File: src/rtl/dfe_pkg.sv
package dfe_pkg;
   typedef enum logic [2:0] {
      ST_IDLE,
      ST_OPEN,
      ST_PEND,
      ST_REL,
      ST_SGL,
      ST_REARM
   } dfe_state_e;
endpackage

File: src/rtl/dfe_xfer_count.sv
module dfe_xfer_count #(
   parameter int CNT_W = 8
) (
   input  logic             clk,
   input  logic             rst,
   input  logic             load,
   input  logic [CNT_W-1:0] load_val,
   input  logic             dec,
   output logic             last
);
   localparam logic [CNT_W-1:0] ONE = CNT_W'(1);

   logic [CNT_W-1:0] cnt;

   always_ff @(posedge clk) begin
      if (rst)       cnt <= '0;
      else if (load) cnt <= load_val;
      else if (dec)  cnt <= cnt - ONE;
   end

   assign last = (cnt == ONE);

   AST_CNT_NO_UNDERFLOW: assert property (@(posedge clk) disable iff (rst)
      dec |-> cnt != '0);
endmodule

File: src/rtl/dfe_phase_timer.sv
module dfe_phase_timer #(
   parameter int REL_CYC = 2,
   parameter int SGL_CYC = 2
) (
   input  logic clk,
   input  logic rst,
   input  logic in_rel,
   input  logic in_sgl,
   output logic rel_end,
   output logic sgl_end
);
   localparam int MAXC = (REL_CYC > SGL_CYC) ? REL_CYC : SGL_CYC;
   localparam int TW   = $clog2(MAXC + 1);
   localparam logic [TW-1:0] REL_LAST = TW'(REL_CYC - 1);
   localparam logic [TW-1:0] SGL_LAST = TW'(SGL_CYC - 1);

   logic [TW-1:0] tmr;

   assign rel_end = in_rel && (tmr == REL_LAST);
   assign sgl_end = in_sgl && (tmr == SGL_LAST);

   always_ff @(posedge clk) begin
      if (rst)
         tmr <= '0;
      else if ((in_rel && !rel_end) || (in_sgl && !sgl_end))
         tmr <= tmr + TW'(1);
      else
         tmr <= '0;
   end

   AST_REL_BOUND: assert property (@(posedge clk) disable iff (rst)
      in_rel |-> tmr <= REL_LAST);
   AST_SGL_BOUND: assert property (@(posedge clk) disable iff (rst)
      in_sgl |-> tmr <= SGL_LAST);
endmodule

File: src/rtl/dfe_high_track.sv
module dfe_high_track (
   input  logic clk,
   input  logic rst,
   input  logic clr,
   input  logic watch,
   input  logic dreq_n,
   output logic hi_now
);
   logic hi_q;

   always_ff @(posedge clk) begin
      if (rst || clr)            hi_q <= 1'b0;
      else if (watch && dreq_n)  hi_q <= 1'b1;
   end

   assign hi_now = hi_q || (watch && dreq_n);

   AST_HIGH_FROM_WATCH: assert property (@(posedge clk) disable iff (rst)
      $rose(hi_q) |-> $past(watch && dreq_n));
endmodule

File: src/rtl/dma_fe_accept.sv
module dma_fe_accept
   import dfe_pkg::*;
#(
   parameter int CNT_W   = 8,
   parameter int REL_CYC = 2,
   parameter int SGL_CYC = 2
) (
   input  logic             clk,
   input  logic             rst,
   input  logic             en_wr,
   input  logic [CNT_W-1:0] ld_count,
   input  logic             dreq_n,
   input  logic             bus_gnt,
   output logic             bus_req,
   output logic             dack_n,
   output logic             busy,
   output logic             done
);
   generate
      if (CNT_W < 1)   begin : g_bad_w   $error("CNT_W must be at least 1");   end
      if (REL_CYC < 2) begin : g_bad_rel $error("REL_CYC must be at least 2"); end
      if (SGL_CYC < 2) begin : g_bad_sgl $error("SGL_CYC must be at least 2"); end
   endgenerate

   dfe_state_e state, state_nx;
   logic rel_end, sgl_end, hi_now, cnt_last;
   logic start, grant_take, xfer_end, done_nx;

   assign start      = (state == ST_IDLE) && en_wr && (ld_count != '0);
   assign grant_take = (state == ST_PEND) && bus_gnt;
   assign xfer_end   = (state == ST_SGL) && sgl_end;
   assign done_nx    = xfer_end && cnt_last;

   dfe_xfer_count #(.CNT_W(CNT_W)) u_cnt (
      .clk(clk), .rst(rst), .load(start), .load_val(ld_count),
      .dec(xfer_end), .last(cnt_last));

   dfe_phase_timer #(.REL_CYC(REL_CYC), .SGL_CYC(SGL_CYC)) u_tmr (
      .clk(clk), .rst(rst), .in_rel(state == ST_REL), .in_sgl(state == ST_SGL),
      .rel_end(rel_end), .sgl_end(sgl_end));

   dfe_high_track u_hi (
      .clk(clk), .rst(rst), .clr(grant_take),
      .watch((state == ST_REL) || (state == ST_SGL)),
      .dreq_n(dreq_n), .hi_now(hi_now));

   always_comb begin
      state_nx = state;
      unique case (state)
         ST_IDLE:  if (start)       state_nx = ST_OPEN;
         ST_OPEN:  if (!dreq_n)     state_nx = ST_PEND;
         ST_PEND:  if (bus_gnt)     state_nx = ST_REL;
         ST_REL:   if (rel_end)     state_nx = ST_SGL;
         ST_SGL: begin
            if (sgl_end) begin
               if (cnt_last)    state_nx = ST_IDLE;
               else if (hi_now) state_nx = ST_OPEN;
               else             state_nx = ST_REARM;
            end
         end
         ST_REARM: if (dreq_n)      state_nx = ST_OPEN;
         default:                   state_nx = ST_IDLE;
      endcase
   end

   always_ff @(posedge clk) begin
      if (rst) begin
         state <= ST_IDLE;
         done  <= 1'b0;
      end else begin
         state <= state_nx;
         done  <= done_nx;
      end
   end

   assign bus_req = (state == ST_PEND);
   assign dack_n  = (state != ST_SGL);
   assign busy    = (state != ST_IDLE);

   AST_REQ_HELD: assert property (@(posedge clk) disable iff (rst)
      bus_req && !bus_gnt |=> bus_req);
   AST_GNT_DROPS_REQ: assert property (@(posedge clk) disable iff (rst)
      bus_req && bus_gnt |=> !bus_req && dack_n);
   AST_DACK_MIN_LEN: assert property (@(posedge clk) disable iff (rst)
      !dack_n && $past(dack_n) |=> !dack_n);
   AST_DONE_ONE_CYCLE: assert property (@(posedge clk) disable iff (rst)
      done |=> !done);
   AST_DONE_IDLE: assert property (@(posedge clk) disable iff (rst)
      done |-> !busy);
   AST_IDLE_QUIET: assert property (@(posedge clk) disable iff (rst)
      !busy |-> dack_n && !bus_req);
   AST_ZERO_LOAD_IDLE: assert property (@(posedge clk) disable iff (rst)
      !busy && en_wr && ld_count == '0 |=> !busy);
endmodule

File: config.mk
export PLATFORM = sky130hd
export DESIGN_NAME = dma_fe_accept
export DESIGN_NICKNAME = d
export VERILOG_FILES = /design/src/rtl/dfe_pkg.sv /design/src/rtl/dfe_xfer_count.sv /design/src/rtl/dfe_phase_timer.sv /design/src/rtl/dfe_high_track.sv /design/src/rtl/dma_fe_accept.sv
export SDC_FILE = /design/constraint.sdc
export NUM_CORES = 1
export LEC_CHECK = 0
export ABC_AREA = 1
export BUFFER_PORTS_ARGS = -buffer_cell sky130_fd_sc_hd__clkbuf_2
export CORE_AREA = 2 2 49 51
export DETAILED_ROUTE_END_ITERATION = 8
export DIE_AREA = 0 0 51 53
export PLACE_DENSITY = 0.72
export SKIP_CTS_REPAIR_TIMING = 1
export SYNTH_ARGS = -nofsm -noshare
export SYNTH_HDL_FRONTEND = slang
export SYNTH_SLANG_ARGS = --single-unit
File: constraint.sdc
create_clock -name clk -period 1.4 [get_ports clk]
set_clock_uncertainty 0.15 [all_clocks]
set_input_delay 0.28 -clock clk [delete_from_list [all_inputs] [get_ports clk]]
set_output_delay 0.28 -clock clk [all_outputs]
set_load 0.02 [all_outputs]
After elaboration in Yosys (flattened, before gate mapping)
Cells that the tools add are included.
{"block": "word_totals", "wordCells": 55, "register_bits": 15, "input_bits": 13, "output_inout_bits": 4}
{"block": "classes", "add_sub_neg": 2, "bitwise": 1, "mux": 11, "reduce_logical": 22, "eq_ne": 14}
{"cell": "two-way mux 3 bit", "count": 8}
{"cell": "case mux 3 bit (6 select lines)", "count": 1}
{"cell": "two-way mux 8 bit", "count": 2}
{"cell": "inequality test 2 bit, second input constant", "count": 6}
{"cell": "logical AND 1 bit", "count": 10}
{"cell": "equality test 8 x 1 -> 1 bit, second input constant", "count": 1}
{"cell": "nonzero test 8 bit", "count": 1}
{"cell": "subtractor 8 x 1 -> 8 bit, second input constant", "count": 1}
{"cell": "equality test 3 x 2 -> 1 bit, second input constant", "count": 2}
{"cell": "equality test 3 bit, second input constant", "count": 2}
{"cell": "AND reduction 6 bit", "count": 1}
{"cell": "logical OR 1 bit", "count": 4}
{"cell": "equality test 3 x 1 -> 1 bit, second input constant", "count": 1}
{"cell": "logical NOT 3 bit", "count": 1}
{"cell": "inequality test 3 bit, second input constant", "count": 1}
{"cell": "nonzero test 3 bit", "count": 1}
{"cell": "adder 2 x 1 -> 2 bit, second input constant", "count": 1}
{"cell": "equality test 2 x 1 -> 1 bit, second input constant", "count": 1}
{"cell": "logical NOT 1 bit", "count": 2}
{"cell": "nonzero test 2 bit", "count": 1}
{"cell": "OR reduction 2 bit", "count": 1}
{"cell": "inverter 1 bit", "count": 1}

Longest topological paths before layout
Gate-level depths: netlist of the first run.
{"block": "logic_depth", "depth_word": 8, "ltp_mapped": 10, "mapped_depth_nobuf": 10}

Modules after synthesis
From an unflattened synthesis of the first run, not the netlist that was laid out.
{"block": "hier_totals", "cells_unflattened": 165, "hier_area_um2": 1029.7}
{"mod": "dfe_xfer_count", "cells_each": 81, "area_each_um2": 545.5, "instances": 1, "seq_area_each_um2": 160.2}
{"mod": "dma_fe_accept", "cells_each": 62, "area_each_um2": 341.6, "instances": 1, "seq_area_each_um2": 80.1}
{"mod": "dfe_phase_timer", "cells_each": 15, "area_each_um2": 97.6, "instances": 1, "seq_area_each_um2": 40.0}
{"mod": "dfe_high_track", "cells_each": 7, "area_each_um2": 45.0, "instances": 1, "seq_area_each_um2": 20.0}

Worst setup path before layout of the first run
OpenSTA, ideal clock, no wires.
{"block": "synth_path", "kind": "reg2reg", "startpoint": "reg state[0]", "endpoint": "reg state[2]", "n_path_buf": 0, "path_slack_ps": -48, "arrival_ps": 1185, "required_time_ps": 1137, "period_less_slack_ps": 1448, "stages_incl_launch_ff": 9, "cell_sequence": "dfxtp_1 -> nor2_4 -> nand2_1 -> a21oi_2 -> nor2_2 -> nand2_2 -> nand2_1 -> nand2_1 -> nor2_1"}
{"block": "synth_between", "elab_chain_len": 8, "word_cells_on_any_way": 24, "cone_classes": "eq/ne (11); mux (4); reduce/logical (9)"}
{"element": "start, declared", "line_no": "dma_fe_accept.sv:25", "text": "dfe_state_e state, state_nx;"}
{"element": "start signal, assigned", "line_no": "dma_fe_accept.sv:71", "text": "state <= state_nx;"}
{"element": "equality test 3 x 2 -> 1 bit or equality test 3 bit (tied branches)", "line_no": "dma_fe_accept.sv:39, dma_fe_accept.sv:44, dma_fe_accept.sv:49"}
{"element": "logical OR 1 bit", "line_no": "dma_fe_accept.sv:44", "text": ".watch((state == ST_REL) || (state == ST_SGL)),"}
{"element": "logical AND 1 bit", "line_no": "dfe_high_track.sv:16", "text": "assign hi_now = hi_q || (watch && dreq_n);"}
{"element": "logical OR 1 bit", "line_no": "dfe_high_track.sv:16"}
{"element": "two-way mux 3 bit", "line_no": "dma_fe_accept.sv:57", "text": "else if (hi_now) state_nx = ST_OPEN;"}
{"element": "two-way mux 3 bit", "line_no": "dma_fe_accept.sv:56", "text": "if (cnt_last) state_nx = ST_IDLE;"}
{"element": "two-way mux 3 bit", "line_no": "dma_fe_accept.sv:55", "text": "if (sgl_end) begin"}
{"element": "case mux 3 bit (6 select lines)", "line_no": "dma_fe_accept.sv:49", "text": "unique case (state)"}
Several ways; a longest one is shown, not always the timed one. The select of a mux whose other input is x is not followed.
A chain may end at the register's enable or synchronous reset.

Final worst setup path of the first run
{"block": "layout_path", "startpoint": "reg state[0]", "endpoint": "out busy"}
{"block": "layout_between", "elab_chain_len": 1}
{"element": "nonzero test 3 bit", "line_no": "dma_fe_accept.sv:78", "text": "assign busy = (state != ST_IDLE);"}
{"element": "end, declared", "line_no": "dma_fe_accept.sv:16", "text": "output logic busy,"}
No other way between the ends.

==> results of run 1 <==
==> where the power goes <==
group / switching [uW] / internal, uW
clock: 152 / 111
sequential: 80.9 / 537
combinational: 989 / 812
==> cells in the final DEF, fill, tap and decap left out, types with 8 or more instances in the layout <==
cell       n
buf_4     16
buf_6     10
clkbuf_2  13
dfxtp_1   12
inv_1     17
nand2_1   18
nand2_2    8
nand3_1   16
nor2_1    25
==> per-layer routing <==
layer | global-route usage | share of wire | wire [um] | up-vias
met4 | 0.104 | 0.015 | 40 | 0
met3 | 0.0339 | 0.055 | 148 | 6
li1 | - | - | - | 575
met5 | 0 | 0 | 0 | -
met1 | 0.262 | 0.44 | 1200 | 526
met2 | 0.312 | 0.49 | 1310 | 32
==> flip-flops by register name, summed over array words and instances, names as in the netlist <==
signal     count
state          3
done           1
u_cnt.cnt      8
u_tmr.tmr      2
u_hi.hi_q      1
==> critical path: cells and delay by family, from the launching register on <==
family	cells	cell delay, ns
flip-flops	1	0.37
buffers and inverters	2	0.25
AND/OR/NAND/NOR	2	0.25
==> path summary, 6_finish.rpt <==
kind | startpoint | end | slack [ns]
worst max-delay path | state[0]$_SDFFE_PP0P_ | busy | -0.19
worst min-delay path | bus_gnt | u_hi.hi_q$_SDFFE_PP0P_ | 0.05
worst max register to register | state[2]$_SDFFE_PP0P_ | state[0]$_SDFFE_PP0P_ | -0.12
worst min register to register | u_tmr.tmr[0]$_SDFF_PP0_ | u_tmr.tmr[0]$_SDFF_PP0_ | 0.28
==> per-stage QoR <==
stage / std cells / hold WS [ns] / TNS, ns
detailed placement: 213 / 0.269 / -0.426
floorplan: 152 / 0.229 / -0.00269
finish: 221 / 0.0486 / -1.05
CTS: 217 / 0.0377 / -1.04
global route: 221 / 0.0325 / -2.04
global placement: 213 / 0.259 / -0.142
==> cell type report <==
class | count | area [um2]
clock buffer | 4 | 26.3
fill | 170 | 662
inverter | 24 | 95.1
multi-input combinational | 110 | 706
sequential | 15 | 307
tap | 28 | 35.0
timing repair buffer | 40 | 318
==> cell families after synthesis <==
group,Yosys count
adders and majority gates,3
xor gates and xnor gates,2
and+or+nand+nor,89
buffers and inverters,27
DFF,15
AOI/OAI and AO/OA,16
==> qor.yml, run 1 <==
status: "complete, but fails checks"
violations: "setup timing"
post-place-ws_ns: -0.0829
path_cells: "nor2_4 -> nand2_4 -> buf_6 -> buf_6"
utilization: 0.692
fp.dieH_um: 53
synthMuxAreaShare: 0
synth-edff-count: 0
yosys_warnings: 0
synth-simple-area-share: 0.429
totalWireLength_um: 2690
gp_congestion: 0.827
synth_compound_area_frac: 0.0964
setup_viol: 11
diodes: 0
cts_tree: "built"
die_area_um2: 2700
grt_antenna_before_repair: 0
grt_pass1_wl_um: 3960
crit_arrival_ns: 1.16
cp-start-kind: "flip-flop"
layout.nets: 210
grt_start_max_net_pins: 9
pin_count: 17
drive_gt1_frac: 0.430
cts_buffer_depth: 2
vias_per_cell: 5.15
first_iter_violations: 29
clock.fmax_mhz: 628
synth_area_um2: 1000
synth_fa_ha_area_frac: 0.0375
clock_latency_ns: 0.29
yosysSeqAreaShare: 0.300
synth-seq-cells: 15
slowest_delay_ns: 0.37
period_share: 1.14
cts.sinks: 15
hp-class: "in -> reg"
drtPass1Iterations: 4
critPathKind: "reg -> out"
cts_buffers: 3
hpwl_um: 1910
synth.largest_area_cell: "dfxtp_1"
synth_most_common_cell: "nor2_1"
grt_pass1_vias: 984
portBuffers: 16
power_leakage_uw: 0.000745
die_w_um: 51
powerDensity_nw_per_um2: 1800
coreArea_um2: 2150
grt-ovfl-total: 0
slew_headroom: 0.774
total_power_uw: 2680
clock-root-buffer: "clkbuf_4"
synth_top_family_by_area: "simple AND/OR/NAND/NOR gates"
min_path_cells: 2
antenna_left: 0
slew_viol_final: 0
end_kind: "primary output"
drc_errors: 0
hold_viol: 0
num_vias: 1139
dpl_cell_area_um2: 1250
rr_worst_depth: 9
final_area_um2: 1490
grt_usage: 0.199
ys_top_cells_by_count: "nor2_1 (27), nand2_1 (26), inv_1 (24)"
rows: 17
ir_drop_uv: 1360
syn_nets: 168
start_util: 0.465
yosys-top-cells-area: "dfxtp_1 (30%), nand3_1 (11%), nor2_1 (10%), nand2_1 (9.8%), inv_1 (9.0%)"
synthCells: 152
htree_levels: 1
synthDistinctLibCells: 25
worst_slew_pin_slew_ns: 0.339
critPathSlowestCell: "dfxtp_4"
cp_data_required_time_ns: 0.97
wl_per_cell_um: 12.2
async_flop_share: 0
fin_ws_ns: -0.193
synthFlopType: "dfxtp_1"
crit_top_cell: "buf_6"
yosys.area_share.xor_xnor: 0.0175
area_growth_syn_to_layout_pct: 48.7
synthDominantCellAreaShare: 0.300
cp_max_fo: 3
clkTransAtPathRegs_ns: 0.10
avgSynthCellArea_um2: 6.58
rsz0062_at_grt: "yes"
cap_violations: 0
post-route-min-period_ns: 1.59
No activity file was read; power rests on OpenSTA's default activity.
==> run 2: changes to the inputs <==
--- a/config.mk
+++ b/config.mk
@@ -5,11 +5,12 @@
 export SDC_FILE = /design/constraint.sdc
 export NUM_CORES = 1
 export LEC_CHECK = 0
-export ABC_AREA = 1
+export ABC_AREA = 0
 export BUFFER_PORTS_ARGS = -buffer_cell sky130_fd_sc_hd__clkbuf_2
-export CORE_AREA = 2 2 49 51
+export CORE_AREA = 2 2 46 48
+export CTS_CLUSTER_SIZE = 24
 export DETAILED_ROUTE_END_ITERATION = 8
-export DIE_AREA = 0 0 51 53
+export DIE_AREA = 0 0 48 50
 export PLACE_DENSITY = 0.72
 export SKIP_CTS_REPAIR_TIMING = 1
 export SYNTH_ARGS = -nofsm -noshare
==> qor.yml, run 2 <==
top_regs: "u_cnt.cnt (8), state (3), u_tmr.tmr (2)"
grt_usage: 0.240
clock-root-buffer: "clkbuf_4"
power_frac_clock: 0.143
yosys_warnings: 0
largest_register: "u_cnt.cnt"
setup_viol: 15
die_area_um2: 2400
pin_count: 17
cp_data_required_time_ns: 1.41
critPathKind: "reg -> reg"
avgSynthCellArea_um2: 8.57
wl_per_cell_um: 18.8
drtPass1Iterations: 5
grt_pass1_vias: 945
drive_gt1_frac: 0.634
ys_top_cells_by_count: "dfxtp_1 (15), nor2_1 (9), a21oi_1 (8)"
timing.hold.ws_ns: 0.106
synth.largest_area_cell: "dfxtp_1"
start_util: 0.451
grt_antenna_before_repair: 0
powerDensity_nw_per_um2: 1210
coreArea_um2: 1900
first_iter_violations: 38
final_cells: 188
worst_slew_pin_slew_ns: 0.421
cts.sinks: 15
clock_latency_ns: 0.30
grt-ovfl-total: 0
end_kind: "flip-flop"
die_w_um: 48
synthCells: 100
clkTransAtPathRegs_ns: 0.10
grt_start_max_net_pins: 12
most-common-layout-cells: "buf_4 (36), clkbuf_2 (14), buf_6 (12), dfxtp_1 (9), a21oi_1 (8)"
synthFlopType: "dfxtp_1"
total_power_uw: 1870
synth_area_um2: 857
dp_cells: 173
totalWireLength_um: 3530
p_int_uw: 1170
syn_nets: 116
yosysSeqAreaShare: 0.350
grt_pass1_wl_um: 4040
status: "complete, but fails checks"
synth_most_common_cell: "dfxtp_1"
p_switching_uw: 702
drc_errors: 0
regArea_um2: 315
synthDistinctLibCells: 40
power_leakage_uw: 0.000659
rows: 16
hold_viol: 0
cts_buffers: 3
crit_arrival_ns: 2.00
diodes: 0
fillCellCount: 106
violations: "setup timing"
cts_tree: "built"
period_share: 1.42
hp-class: "in -> reg"
cp_max_fo: 3
layout.nets: 178
htree_levels: 1
final_area_um2: 1540
ir_drop_uv: 748
hpwl_um: 1940
vias_per_cell: 6.04
num_vias: 1136
async_flop_share: 0
cap_violations: 0
post-route-min-period_ns: 1.99
dpl_cell_area_um2: 1240
cp-start-kind: "flip-flop"
fin_ws_ns: -0.593
antenna_left: 0
slew_viol_final: 0
fp.dieH_um: 50
clock.fmax_mhz: 502
rsz0062_at_grt: "yes"
multi_input_area_um2: 661
area_growth_syn_to_layout_pct: 79.9
swShare: 0.376
slew_headroom: 0.717
pwr-share-seq: 0.310
largest_register_ffs: 8
synth-seq-cells: 15
portBuffers: 16
gp_congestion: 0.874
cts_buffer_depth: 2
synthDominantCellAreaShare: 0.350
yosys-top-cells-area: "dfxtp_1 (35%), a21oi_1 (4.7%), ha_1 (4.4%), nor2_1 (3.9%), nor3_1 (3.5%)"
pwr-share-comb: 0.547
synth-edff-count: 0
final_common_cell: "buf_4"
run 2: changes by cell type after synthesis, moves of 6 or more:
cell     change
nand2_1     -22
nor3_1       +6
inv_1       -18
nor2_1      -18
nand3_1     -18
run 2: through the flow:
| stage | util | worst slack (ns) | TNS, ns |
|---|---|---|---|
| 6_report | 0.811 | -0.593 | -5.05 |
| 5_1_grt | 0.811 | -0.624 | -5.68 |
| 4_1_cts | 0.666 | -0.628 | -6.41 |
| 3_5_place_dp | 0.653 | -0.573 | -5.55 |
| 3_3_place_gp | 0.653 | -0.448 | -4.79 |
| 2_1_floorplan | - | -0.475 | -3.75 |
run 2: cell type report:
type,instances,area share
flip-flops and latches,15,0.205
well taps,27,0.0219
clock buffers,4,0.0170
repair buffers,63,0.312
multi-input cells,73,0.429
inverters,6,0.0162
run 2: final timing paths:
check        depth (start not counted)                 startpoint                      end  slack [ns]
min                                  2                        rst          done$_SDFF_PP0_        0.11
max                                  4  u_cnt.cnt[2]$_SDFFE_PP0P_    state[0]$_SDFFE_PP0P_       -0.59
max reg2reg                          4  u_cnt.cnt[2]$_SDFFE_PP0P_    state[0]$_SDFFE_PP0P_       -0.59
min reg2reg                          1    u_tmr.tmr[0]$_SDFF_PP0_  u_tmr.tmr[0]$_SDFF_PP0_        0.29
run 2: power by group through the flow:
stage	clock network, uW	logic, uW	registers [uW]
after floorplan	0	380	534
after global placement	0	680	556
after detailed placement	0	705	561
after CTS	270	710	551
after global routing	291	1070	586
final	267	1020	580
run 2: cells by family (layout without fill, tap and decap cells):
kind of cell	count (synthesis)	count (layout)	share of synthesized area
buffers and inverters	12	73	0.0555
AND/OR/NAND/NOR	35	35	0.241
adder cells (fa/ha/maj)	3	3	0.0438
flip-flops	15	15	0.350
XOR/XNOR	4	4	0.0409
AO/OA/AOI/OAI	30	30	0.242
multiplexers	1	1	0.0263
run 2: critical path, cell delays in order (launching register included):
cell and delay [ns]:
dfxtp_2 0.34, or4_4 0.55, or4b_4 0.55, a21boi_2 0.16, o41ai_2 0.11
run 2: metal layers:
metal | GRT usage | wire length, um | share of wire | vias up
met3 | 0.0586 | 285 | 0.081 | 25
met5 | 0 | 0 | 0 | -
met1 | 0.318 | 1370 | 0.39 | 538
met4 | 0.117 | 196 | 0.056 | 0
li1 | - | - | - | 504
met2 | 0.353 | 1680 | 0.48 | 69
==> run 3: changes to the inputs <==
--- a/config.mk
+++ b/config.mk
@@ -6,12 +6,13 @@
 export NUM_CORES = 1
 export LEC_CHECK = 0
 export ABC_AREA = 0
-export BUFFER_PORTS_ARGS = -buffer_cell sky130_fd_sc_hd__clkbuf_2
-export CORE_AREA = 2 2 46 48
+export CORE_AREA = 2 2 42 44
+export CTS_BUF_LIST = sky130_fd_sc_hd__clkbuf_8
 export CTS_CLUSTER_SIZE = 24
 export DETAILED_ROUTE_END_ITERATION = 8
-export DIE_AREA = 0 0 48 50
-export PLACE_DENSITY = 0.72
+export DIE_AREA = 0 0 44 46
+export DONT_BUFFER_PORTS = 1
+export PLACE_DENSITY = 0.75
 export SKIP_CTS_REPAIR_TIMING = 1
 export SYNTH_ARGS = -nofsm -noshare
 export SYNTH_HDL_FRONTEND = slang
==> qor.yml, run 3 (synthesized netlist as in run 2, its figures left out) <==
rr_worst_depth: 4
htree_levels: 1
gp_congestion: 0.878
portBuffers: 0
violations: "hold timing, setup timing"
coreArea_um2: 1610
wl_per_cell_um: 20.0
totalWireLength_um: 2970
rows: 15
grt_usage: 0.256
cts_tree: "built"
post-route-min-period_ns: 1.91
powerDensity_nw_per_um2: 1280
min_path_cells: 1
most-common-layout-cells: "buf_4 (24), buf_6 (10), dfxtp_1 (9), a21oi_1 (7), nor2_1 (6)"
final_common_cell: "buf_4"
utilization: 0.837
ir_drop_uv: 1030
largest_register_ffs: 8
hp-class: "in -> reg"
worst_slew_pin_slew_ns: 0.371
clock-root-buffer: "clkbuf_8"
vias_per_cell: 6.65
status: "complete, but fails checks"
cts.sinks: 15
fp.dieH_um: 46
fin_ws_ns: -0.511
cts_buffers: 3
grt_pass1_vias: 869
largest_register: "u_cnt.cnt"
period_share: 1.36
clock.fmax_mhz: 523
slew_headroom: 0.751
top_layer_used: "met4"
hpwl_um: 1800
cp.depth: 4
cp_data_required_time_ns: 1.38
wl_met2_um: 1590
timing.hold.ws_ns: -0.0702
first_iter_violations: 30
drc_errors: 0
start_util: 0.531
crit_arrival_ns: 1.89
wl_met1_um: 1120
slew_viol_final: 0
num_vias: 991
grt_antenna_before_repair: 0
setup_viol: 17
cp_max_fo: 3
diodes: 0
power_leakage_uw: 0.000533
path_cells: "or4_4 -> or4b_4 -> a21boi_2 -> o41ai_1"
top_regs: "u_cnt.cnt (8), state (3), u_tmr.tmr (2)"
critPathKind: "reg -> reg"
clock_latency_ns: 0.25
die_w_um: 44
area_growth_syn_to_layout_pct: 57.7
cp-start-kind: "flip-flop"
crit_family: "simple AND/OR/NAND/NOR gates"
grt-ovfl-total: 0
cap_violations: 0
crit_buf_inv: 0
drive_gt1_frac: 0.545
end_kind: "flip-flop"
slowest_delay_ns: 0.56
cts_buffer_depth: 2
pin_count: 17
met3WireLength_um: 166
grt_start_max_net_pins: 12
die_area_um2: 2020
antenna_left: 0
clkTransAtPathRegs_ns: 0.06
critPathSlowestCell: "or4b_4"
layout.nets: 149
drtPass1Iterations: 4
grt_pass1_wl_um: 3680
hold_viol: 9
rsz0062_at_grt: "yes"
-- run 3: cell types whose count changed in the layout (fill, tap and decap cells not counted), sizes merged --
cell,previous run,this run
buf,49,34
inv,6,7
clkbuf,18,3
-- run 3: through the flow --
stage	setup TNS (ns)	worst slack [ns]	std cells	total power (uW)	cell area, um2
2_1_floorplan	-3.75	-0.475	100	913	886
3_3_place_gp	-3.96	-0.448	143	1170	1120
3_5_place_dp	-4.44	-0.468	143	1200	1120
4_1_cts	-5.38	-0.496	147	1540	1160
5_1_grt	-4.96	-0.535	149	1800	1350
6_report	-4.16	-0.511	149	1730	1350
-- run 3: final timing paths --
path	start	to	slack [ns]
min reg2reg	u_tmr.tmr[0]$_SDFF_PP0_	u_tmr.tmr[0]$_SDFF_PP0_	0.30
min	rst	u_cnt.cnt[2]$_SDFFE_PP0P_	-0.07
max reg2reg	u_cnt.cnt[2]$_SDFFE_PP0P_	state[0]$_SDFFE_PP0P_	-0.51
max	u_cnt.cnt[2]$_SDFFE_PP0P_	state[0]$_SDFFE_PP0P_	-0.51
-- run 3: layer usage --
metal  up-vias  GRT usage
met5         -          0
met4         0      0.133
met3        14     0.0675
met2        42      0.465
met1       496      0.269
li1        439          -
-- run 3: power breakdown --
group	internal (uW)	leakage [uW]	switching [uW]	total [uW]
clock	195	0.0000269	160	355
sequential	494	0.000126	75.9	570
combinational	409	0.000381	394	803
total	1100	0.000533	630	1730
-- run 3: final cells by class --
class	instances	area, um2
clock inverter	1	3.75
tap	17	21.3
multi-input combinational	73	654
inverter	6	25.0
sequential	15	313
clock buffer	3	41.3
fill	86	263
timing repair buffer	34	293
